===== src/rtl/zbt_sram_pkg.sv =====
// Shared types and helpers for the pipelined SRAM model.
// Assumes bursts of four beats addressed by the two low address bits.
package zbt_sram_pkg;

    typedef enum logic [1:0] {
        OP_NONE  = 2'd0,
        OP_READ  = 2'd1,
        OP_WRITE = 2'd2
    } op_e;

    // Low address bits of burst beat cnt, linear or interleaved.
    function automatic logic [1:0] burst_pos(input logic [1:0] base,
                                             input logic [1:0] cnt,
                                             input logic       linear);
        return linear ? (base + cnt) : (base ^ cnt);
    endfunction

endpackage


===== src/rtl/zbt_burst_ctl.sv =====
// Command stage: registers the address and operation of each cycle.
// A load takes the external address and, when the chip is selected, the
// direction. An advance steps a four-beat burst and reuses the direction of
// the last load. Assumes AW >= 3. Holds completely while hold is high.
module zbt_burst_ctl
    import zbt_sram_pkg::*;
#(
    parameter int AW = 6
) (
    input  logic          clk,
    input  logic          rst_n,
    input  logic          hold,
    input  logic          load,
    input  logic          sel_ok,
    input  logic          rd_n_wr,
    input  logic          linear,
    input  logic [AW-1:0] addr,
    output op_e           op_q,
    output logic [AW-1:0] addr_q
);

    logic [AW-1:0] base_q;
    logic [1:0]    cnt_q;
    logic [1:0]    cnt_nxt;
    op_e           last_q;
    op_e           op_new;

    // Next beat count and the operation a load would start.
    always_comb begin
        cnt_nxt = cnt_q + 2'd1;
        if (!sel_ok)      op_new = OP_NONE;
        else if (rd_n_wr) op_new = OP_READ;
        else              op_new = OP_WRITE;
    end

    // Command register and burst state.
    always_ff @(posedge clk) begin
        if (!rst_n) begin
            op_q   <= OP_NONE;
            last_q <= OP_NONE;
            addr_q <= '0;
            base_q <= '0;
            cnt_q  <= '0;
        end else if (!hold) begin
            if (load) begin
                base_q <= addr;
                cnt_q  <= '0;
                last_q <= op_new;
                op_q   <= op_new;
                addr_q <= addr;
            end else begin
                cnt_q  <= cnt_nxt;
                op_q   <= last_q;
                addr_q <= {base_q[AW-1:2], burst_pos(base_q[1:0], cnt_nxt, linear)};
            end
        end
    end

endmodule


===== src/rtl/zbt_lane_store.sv =====
// One byte lane of the storage array (data bits plus parity bit).
// The read port is combinational and forwards a write to the same address
// in the same cycle, so a read never sees stale data. The array has no reset.
module zbt_lane_store #(
    parameter int AW = 6,
    parameter int LW = 9
) (
    input  logic          clk,
    input  logic          we,
    input  logic [AW-1:0] waddr,
    input  logic [LW-1:0] wdata,
    input  logic [AW-1:0] raddr,
    output logic [LW-1:0] rdata
);

    localparam int DEPTH = 1 << AW;

    logic [LW-1:0] mem [DEPTH];

    // Array write.
    always_ff @(posedge clk) begin
        if (we) mem[waddr] <= wdata;
    end

    // Read with forwarding of the write in the same cycle.
    always_comb begin
        rdata = (we && (waddr == raddr)) ? wdata : mem[raddr];
    end

endmodule


===== src/rtl/zbt_sram.sv =====
// Pipelined synchronous SRAM with the same two-edge data offset for reads and
// writes. Stage 1 is the command register, stage 2 holds writes until their
// data arrives, and the read register drives the bus during the read's data
// slot. Assumes the bus is split into dq_in, dq_out and dq_oe by the user.
module zbt_sram
    import zbt_sram_pkg::*;
#(
    parameter int AW     = 6,
    parameter int LANES  = 2,
    parameter int BYTE_W = 8
) (
    input  logic                        clk,
    input  logic                        rst_n,
    input  logic                        clk_en_n,
    input  logic                        sel1_n,
    input  logic                        sel2,
    input  logic                        sel3_n,
    input  logic                        adv_load,
    input  logic                        rd_wr_n,
    input  logic                        burst_lin,
    input  logic [AW-1:0]               addr,
    input  logic [LANES-1:0]            byte_wr_n,
    input  logic                        out_en_n,
    input  logic [LANES*(BYTE_W+1)-1:0] dq_in,
    output logic [LANES*(BYTE_W+1)-1:0] dq_out,
    output logic                        dq_oe
);

    localparam int LW  = BYTE_W + 1;
    localparam int DQW = LANES * LW;
    localparam int PB  = LANES * BYTE_W;

    logic          hold;
    logic          sel_ok;
    op_e           s1_op;
    logic [AW-1:0] s1_addr;
    op_e           s2_op;
    logic [AW-1:0] s2_addr;
    logic          drive_q;
    logic [DQW-1:0] rd_q;
    logic [DQW-1:0] rd_word;
    logic [LANES-1:0] lane_we;

    // Decoded controls.
    always_comb begin
        hold   = clk_en_n;
        sel_ok = !sel1_n && sel2 && !sel3_n;
    end

    zbt_burst_ctl #(.AW(AW)) u_cmd (
        .clk     (clk),
        .rst_n   (rst_n),
        .hold    (hold),
        .load    (!adv_load),
        .sel_ok  (sel_ok),
        .rd_n_wr (rd_wr_n),
        .linear  (burst_lin),
        .addr    (addr),
        .op_q    (s1_op),
        .addr_q  (s1_addr)
    );

    // Second stage: the command whose data arrives at the next enabled edge.
    always_ff @(posedge clk) begin
        if (!rst_n) begin
            s2_op   <= OP_NONE;
            s2_addr <= '0;
        end else if (!hold) begin
            s2_op   <= s1_op;
            s2_addr <= s1_addr;
        end
    end

    for (genvar i = 0; i < LANES; i++) begin : g_lane
        logic [LW-1:0] wdata;
        logic [LW-1:0] rdata;

        // Lane write strobe and lane slice of the inbound word.
        always_comb begin
            lane_we[i] = !hold && (s2_op == OP_WRITE) && !byte_wr_n[i];
            wdata      = {dq_in[PB+i], dq_in[i*BYTE_W +: BYTE_W]};
        end

        zbt_lane_store #(.AW(AW), .LW(LW)) u_store (
            .clk   (clk),
            .we    (lane_we[i]),
            .waddr (s2_addr),
            .wdata (wdata),
            .raddr (s1_addr),
            .rdata (rdata)
        );

        assign rd_word[i*BYTE_W +: BYTE_W] = rdata[BYTE_W-1:0];
        assign rd_word[PB+i]               = rdata[BYTE_W];
    end

    // Read register: loads on a read command and drives the data slot.
    always_ff @(posedge clk) begin
        if (!rst_n) begin
            drive_q <= 1'b0;
            rd_q    <= '0;
        end else if (!hold) begin
            drive_q <= (s1_op == OP_READ);
            if (s1_op == OP_READ) rd_q <= rd_word;
        end
    end

    // Bus outputs; the output enable acts without a clock.
    always_comb begin
        dq_out = rd_q;
        dq_oe  = drive_q && !out_en_n;
    end

endmodule


===== config.mk =====
export PLATFORM = sky130hd
export DESIGN_NAME = zbt_sram
export DESIGN_NICKNAME = d
export VERILOG_FILES = /design/src/rtl/zbt_sram_pkg.sv /design/src/rtl/zbt_burst_ctl.sv /design/src/rtl/zbt_lane_store.sv /design/src/rtl/zbt_sram.sv
export SDC_FILE = /design/constraint.sdc
export NUM_CORES = 1
export LEC_CHECK = 0
export ABC_AREA = 1
export ABC_CLOCK_PERIOD_IN_PS = 5600
export CAP_MARGIN = 20
export CORE_ASPECT_RATIO = 0.5
export CORE_MARGIN = 4
export CORE_UTILIZATION = 30
export CTS_BUF_LIST = sky130_fd_sc_hd__clkbuf_4 sky130_fd_sc_hd__clkbuf_8
export CTS_CLUSTER_SIZE = 25
export DETAILED_ROUTE_END_ITERATION = 10
export DONT_BUFFER_PORTS = 1
export PLACE_DENSITY = 0.42
export SETUP_SLACK_MARGIN = 0.1
export SLEW_MARGIN = 10
export SYNTH_ARGS = -nofsm -noshare
export SYNTH_HDL_FRONTEND = slang
export SYNTH_SLANG_ARGS = --single-unit

===== constraint.sdc =====
create_clock -name clk -period 5.6 [get_ports clk]
set_input_delay 1.12 -clock clk [delete_from_list [all_inputs] [get_ports clk]]
set_output_delay 1.12 -clock clk [all_outputs]
set_load 0.01 [all_outputs]

== Yosys cells after proc, flatten, opt, wreduce, memory -nomap -nowiden ==
Memory sizes are Yosys's and may differ from the RTL's. A register that Yosys moved wholly into a read port is not among the register bits.
Index checks and enable logic that the tools add are counted.
Cells by class
  add/sub/neg operators: 2
  eq/ne operators: 2
  muxes and demuxes: 10
  bitwise operators: 3
  reductions and logical operators: 16
Operators with widths (count)
  $mux 2: 5
  $logic_not 1->1: 8
  $logic_and 1x1->1: 6
  $mux 6: 1
  $mux 1: 4
  $reduce_and 2->1: 2
  $add 2x1->2 const B: 1
  $add 2x2->2: 1
  $eq 2x1->1 const B: 1
  $eq 2x2->1 const B: 1
  $not 1->1: 2
  $xor 2x2->2: 1
Storage, ports and cells
  register bits: 25
  RAM bits: 1152
  input bits: 36
  output and inout bits: 19
  logic and storage cells: 42
  memories: 2
Memory list
  g_lane[0].u_store.mem: words 64, width 9, rd ports 1, clocked after memory_dff 1, wr ports 1, RTL line zbt_lane_store.sv:18  | logic [LW-1:0] mem [DEPTH];
  g_lane[1].u_store.mem: words 64, width 9, rd ports 1, clocked after memory_dff 1, wr ports 1, RTL line zbt_lane_store.sv:18

== Longest topological paths before layout ==
  word-level depth: 5
  gate-level depth with buffers: 14
  mapped depth without buffers: 11

== By module ==
A second synthesis with hierarchy kept.
Unflattened totals
  cell total of the unflattened synthesis: 4296
  area, all modules: 48989.5 µm²
Modules (own cells, without submodules)
  zbt_lane_store: times used 2, cells each 2018, area each 23586.4 µm², sequential area each 17296.6 µm²
  zbt_sram: times used 1, cells each 161, area each 1107.3 µm², sequential area each 540.5 µm²
  zbt_burst_ctl: times used 1, cells each 99, area each 709.4 µm², sequential area each 320.3 µm²

== Worst setup path after synthesis ==
Ideal clock, no wire load.
  kind: in2reg
  from: input port clk_en_n
  to: memory g_lane[0].u_store.mem[29][0] (enable)
  arrival time: 2.282 ns
  required time: 5.226 ns
  path slack: 2.944 ns
  cell stages on the path: 6
  path buffers: 1
  cells stage by stage: inv_1 > nand3b_1 > nor2_1 > inv_2 > clkbuf_1 > nor2_1
Between the ends
  word-level cells in the longest chain between the ends: 5
RTL lines
  from (decl): RTL line zbt_sram.sv:14  | input logic clk_en_n,
  $logic_not 1->1
  $logic_and 1x1->1 (2 in a row): RTL line zbt_sram.sv:80  | lane_we[i] = !hold && (s2_op == OP_WRITE) && !byte_wr_n[i];
  $mux 1: RTL line zbt_lane_store.sv:22  | if (we) mem[waddr] <= wdata;
  $mux 1 (implied by the code): RTL line zbt_lane_store.sv:22
  to (decl): RTL line zbt_lane_store.sv:18
No other way between the ends.

==> impl_results.md <==
* Status: completed
* Cell area after synthesis at 49,200 um^2
* Switching Fraction at 0.242
* VDD IR-drop max at 0.209 mV
* Final worst path period share at 0.647
* Leak at 18.9 nW
* Starting Density at 0.304
* Internal power at 0.0140 W
* Seq. cell area at 35,500 um^2
* Hold Crit Class: in2reg
* Yosys warns at 0
* Vias in the first global route at 32,300
* Worst Min Path Start: clk_en_n
* FF+latch count, synth at 1,195
* I/O Buffers at 0
* Clock Skews at 35.6 ps
* Syn Area/Cell at 11.4 um^2
* Clock Power Share at 0.401
* Sequential area share after synthesis at 0.721
* Final setup margin at 1980 ps
* MaxCap Viol Count at 0
* Detailed Route WL at 160 mm
* Final hold vios at 0
* F_max at 0.276 GHz
* Number of I/O pins at 55
* Post-DR wirelength/cell at 24.2 um
* Pwr Total at 0.0185 W
* Die footprint at 171,000 um^2
* CP startpoint: u_cmd.addr_q[0]
* First-pass GRT wire length at 229 mm
* Slew Viols, Final at 0
* CP required at 6410 ps
* Drt initial violations at 3,281
* Reg2reg start: u_cmd.addr_q[0]
* Drt via density at 4.93
* CTS H-tree lvls at 4
* Worst EP arrival at 4440 ps
* Worst slew pin tran at 1190 ps
* Via count at 32,600
* Flop pwr share at 0.533
* Crit path kind: reg2reg
* Grt ovf at 0
* CORE AREA at 162,000 um^2
* First-pass detailed-route iteration total at 5
* Die Wd at 581 um
* Hold buffers post-CTS at 0
* Post-CTS setup buffer count at 0
* Final ANT Viol Nets at 0
* CP Max Fanout at 80
* Clock buffer depth at 3
* CTS sink cnt at 1,195
* Syn_nets at 4,345
* Clk root buf: clkbuf_8
* Clk_lat worst skew at 900 ps
* Routability cong. at 0.797
* Fin nets at 4,324
* Initial antenna violation count at 4
* CTS tree: yes
* CTS buffer count at 185
* Die height at 294 um
* Area of the multi-input gates at 12,000 um^2
* RSZ-0062 raised after global routing: no
* Switching power at 0.00447 W
* Pwr Density at 337 nW/um^2
* DP HPWL at 94.2 mm
* Reg clk slew, reported paths at 70 ps
* CP Capture Type: flop
* Rows at 104
* Crit path time final at 3620 ps
* Fillcell total at 16,300
* Syn Inst Count at 4,308
* Final setup violation count at 0
* Post-synth cell types at 29
* Largest net degree at the start of global routing at 205
* P&R area growth vs syn at 11.3%
* CP Launch Type: flop
* DP Worst Slack at 1990 ps
* Slew headroom at 0.210
* Combinational power share at 0.066
* Final setup TNS at 0 ps
* Share of layout cells above drive strength 1 at 0.0925
* Post-CTS sizing at 0
* # DRC at 0
* GRT Total Usage at 0.184
## final timing paths
check | end | slack (ps) | depth (start not counted)
min | s2_addr[5] | 310 | 1
min reg2reg | u_cmd.base_q[4] | 460 | 2
max reg2reg | dq_out[12] | 1980 | 12
max | dq_out[12] | 1980 | 12
## layout by cell type (no fill, tap or decap), types with 11 or more instances in the layout
master	synthesis	layout
clkbuf_4	0	64
or2_2	16	16
nand2_1	1563	1563
nor2_1	140	130
clkinv_1	1	30
nand3_1	991	991
edfxtp_1	1152	1152
inv_1	25	23
nor3_1	16	16
dfxtp_1	43	38
buf_4	51	43
a21oi_1	37	37
clkbuf_8	0	204
o21ai_0	27	27
clkinv_2	0	19
buf_6	32	11
## stage by stage
| stage | util | instances | hold slack, ps | cell area, um^2 |
|---|---|---|---|---|
| finish | 0.338 | 6612 | 306 | 54700 |
| global route | 0.338 | 6607 | 225 | 54700 |
| CTS | 0.338 | 6601 | 195 | 54700 |
| detailed placement | 0.315 | 6269 | 456 | 51000 |
| global placement | 0.314 | 6245 | 452 | 50700 |
| floorplan | - | 4308 | 440 | 49200 |
## Yosys cell counts
cell type	number	area, um^2
clkbuf_2	1	5.00
nor2_1	140	526
clkbuf_1	70	263
inv_2	4	15.0
dfxtp_1	43	861
nor3_1	16	80.1
or2_0	2	12.5
ha_1	1	12.5
buf_6	32	360
buf_2	93	465
a21oi_1	37	185
clkinv_1	1	3.75
nand4_1	2	12.5
nor4_4	1	21.3
nand3_2	2	20.0
buf_1	27	101
nand3_1	991	4960
inv_1	25	93.8
edfxtp_1	1152	34600
nand3b_1	1	7.51
o2111ai_1	1	8.76
buf_8	1	15.0
nand2_1	1563	5870
buf_4	51	383
xnor2_1	2	17.5
o211ai_1	5	37.5
or2_2	16	100
o21ai_0	27	135
nor3b_1	1	7.51
## power by group through the flow
stage,combinational [W],sequential [W],clock (W)
floorplan,0.000847,0.0100,0
finish,0.00122,0.00984,0.00739
detailed placement,0.00123,0.0100,0
global route,0.00134,0.00984,0.00802
CTS,0.00123,0.00984,0.00760
global placement,0.00124,0.0100,0
## layer usage
layer / vias up / share of wire / wire length [um] / GRT usage
met3: 217 / 0.062 / 9890 / 0.0336
li1: 15000 / - / - / -
met5: - / 0 / 0 / 0
met4: 0 / 0.023 / 3690 / 0.0516
met1: 16300 / 0.47 / 75500 / 0.266
met2: 1038 / 0.44 / 70800 / 0.283
## critical path, cell delays in order (launching register included)
cell and delay, ps:
dfxtp_4 630, buf_4 670, buf_4 810, nand2_1 100, nand3_1 170, nand3_1 80
nand2_1 160, nand2_1 160, nand3_1 140, nand3_1 160, nand3_1 130, nand2_1 80
a21oi_1 130
## state kept, by name, indices dropped and copies added, names as in the netlist
register            cells
dq_out                 18
drive_q                 1
u_cmd.cnt_q             2
u_cmd.op_q              2
g_lane.u_store.mem   1152
s2_addr                 6
u_cmd.base_q            6
u_cmd.addr_q            6
s2_op                   2
## area by class of cell
class / instances / area share
sequential: 1195 / 0.648
multi-input combinational: 2808 / 0.220
clock buffer: 268 / 0.0601
tap: 2173 / 0.0497
timing repair buffer: 67 / 0.0125
clock inverter: 64 / 0.00708
inverter: 30 / 0.00251
antenna: 7 / 0.000320
## cells by family after synthesis
logic type	Yosys count	share of synthesized area
compound gates	70	0.00746
xor+xnor	2	0.000356
fa+ha+maj	1	0.000254
buf+inv	305	0.0347
flops	1195	0.721
simple gates	2735	0.236
(Power assumes the default switching activity.)
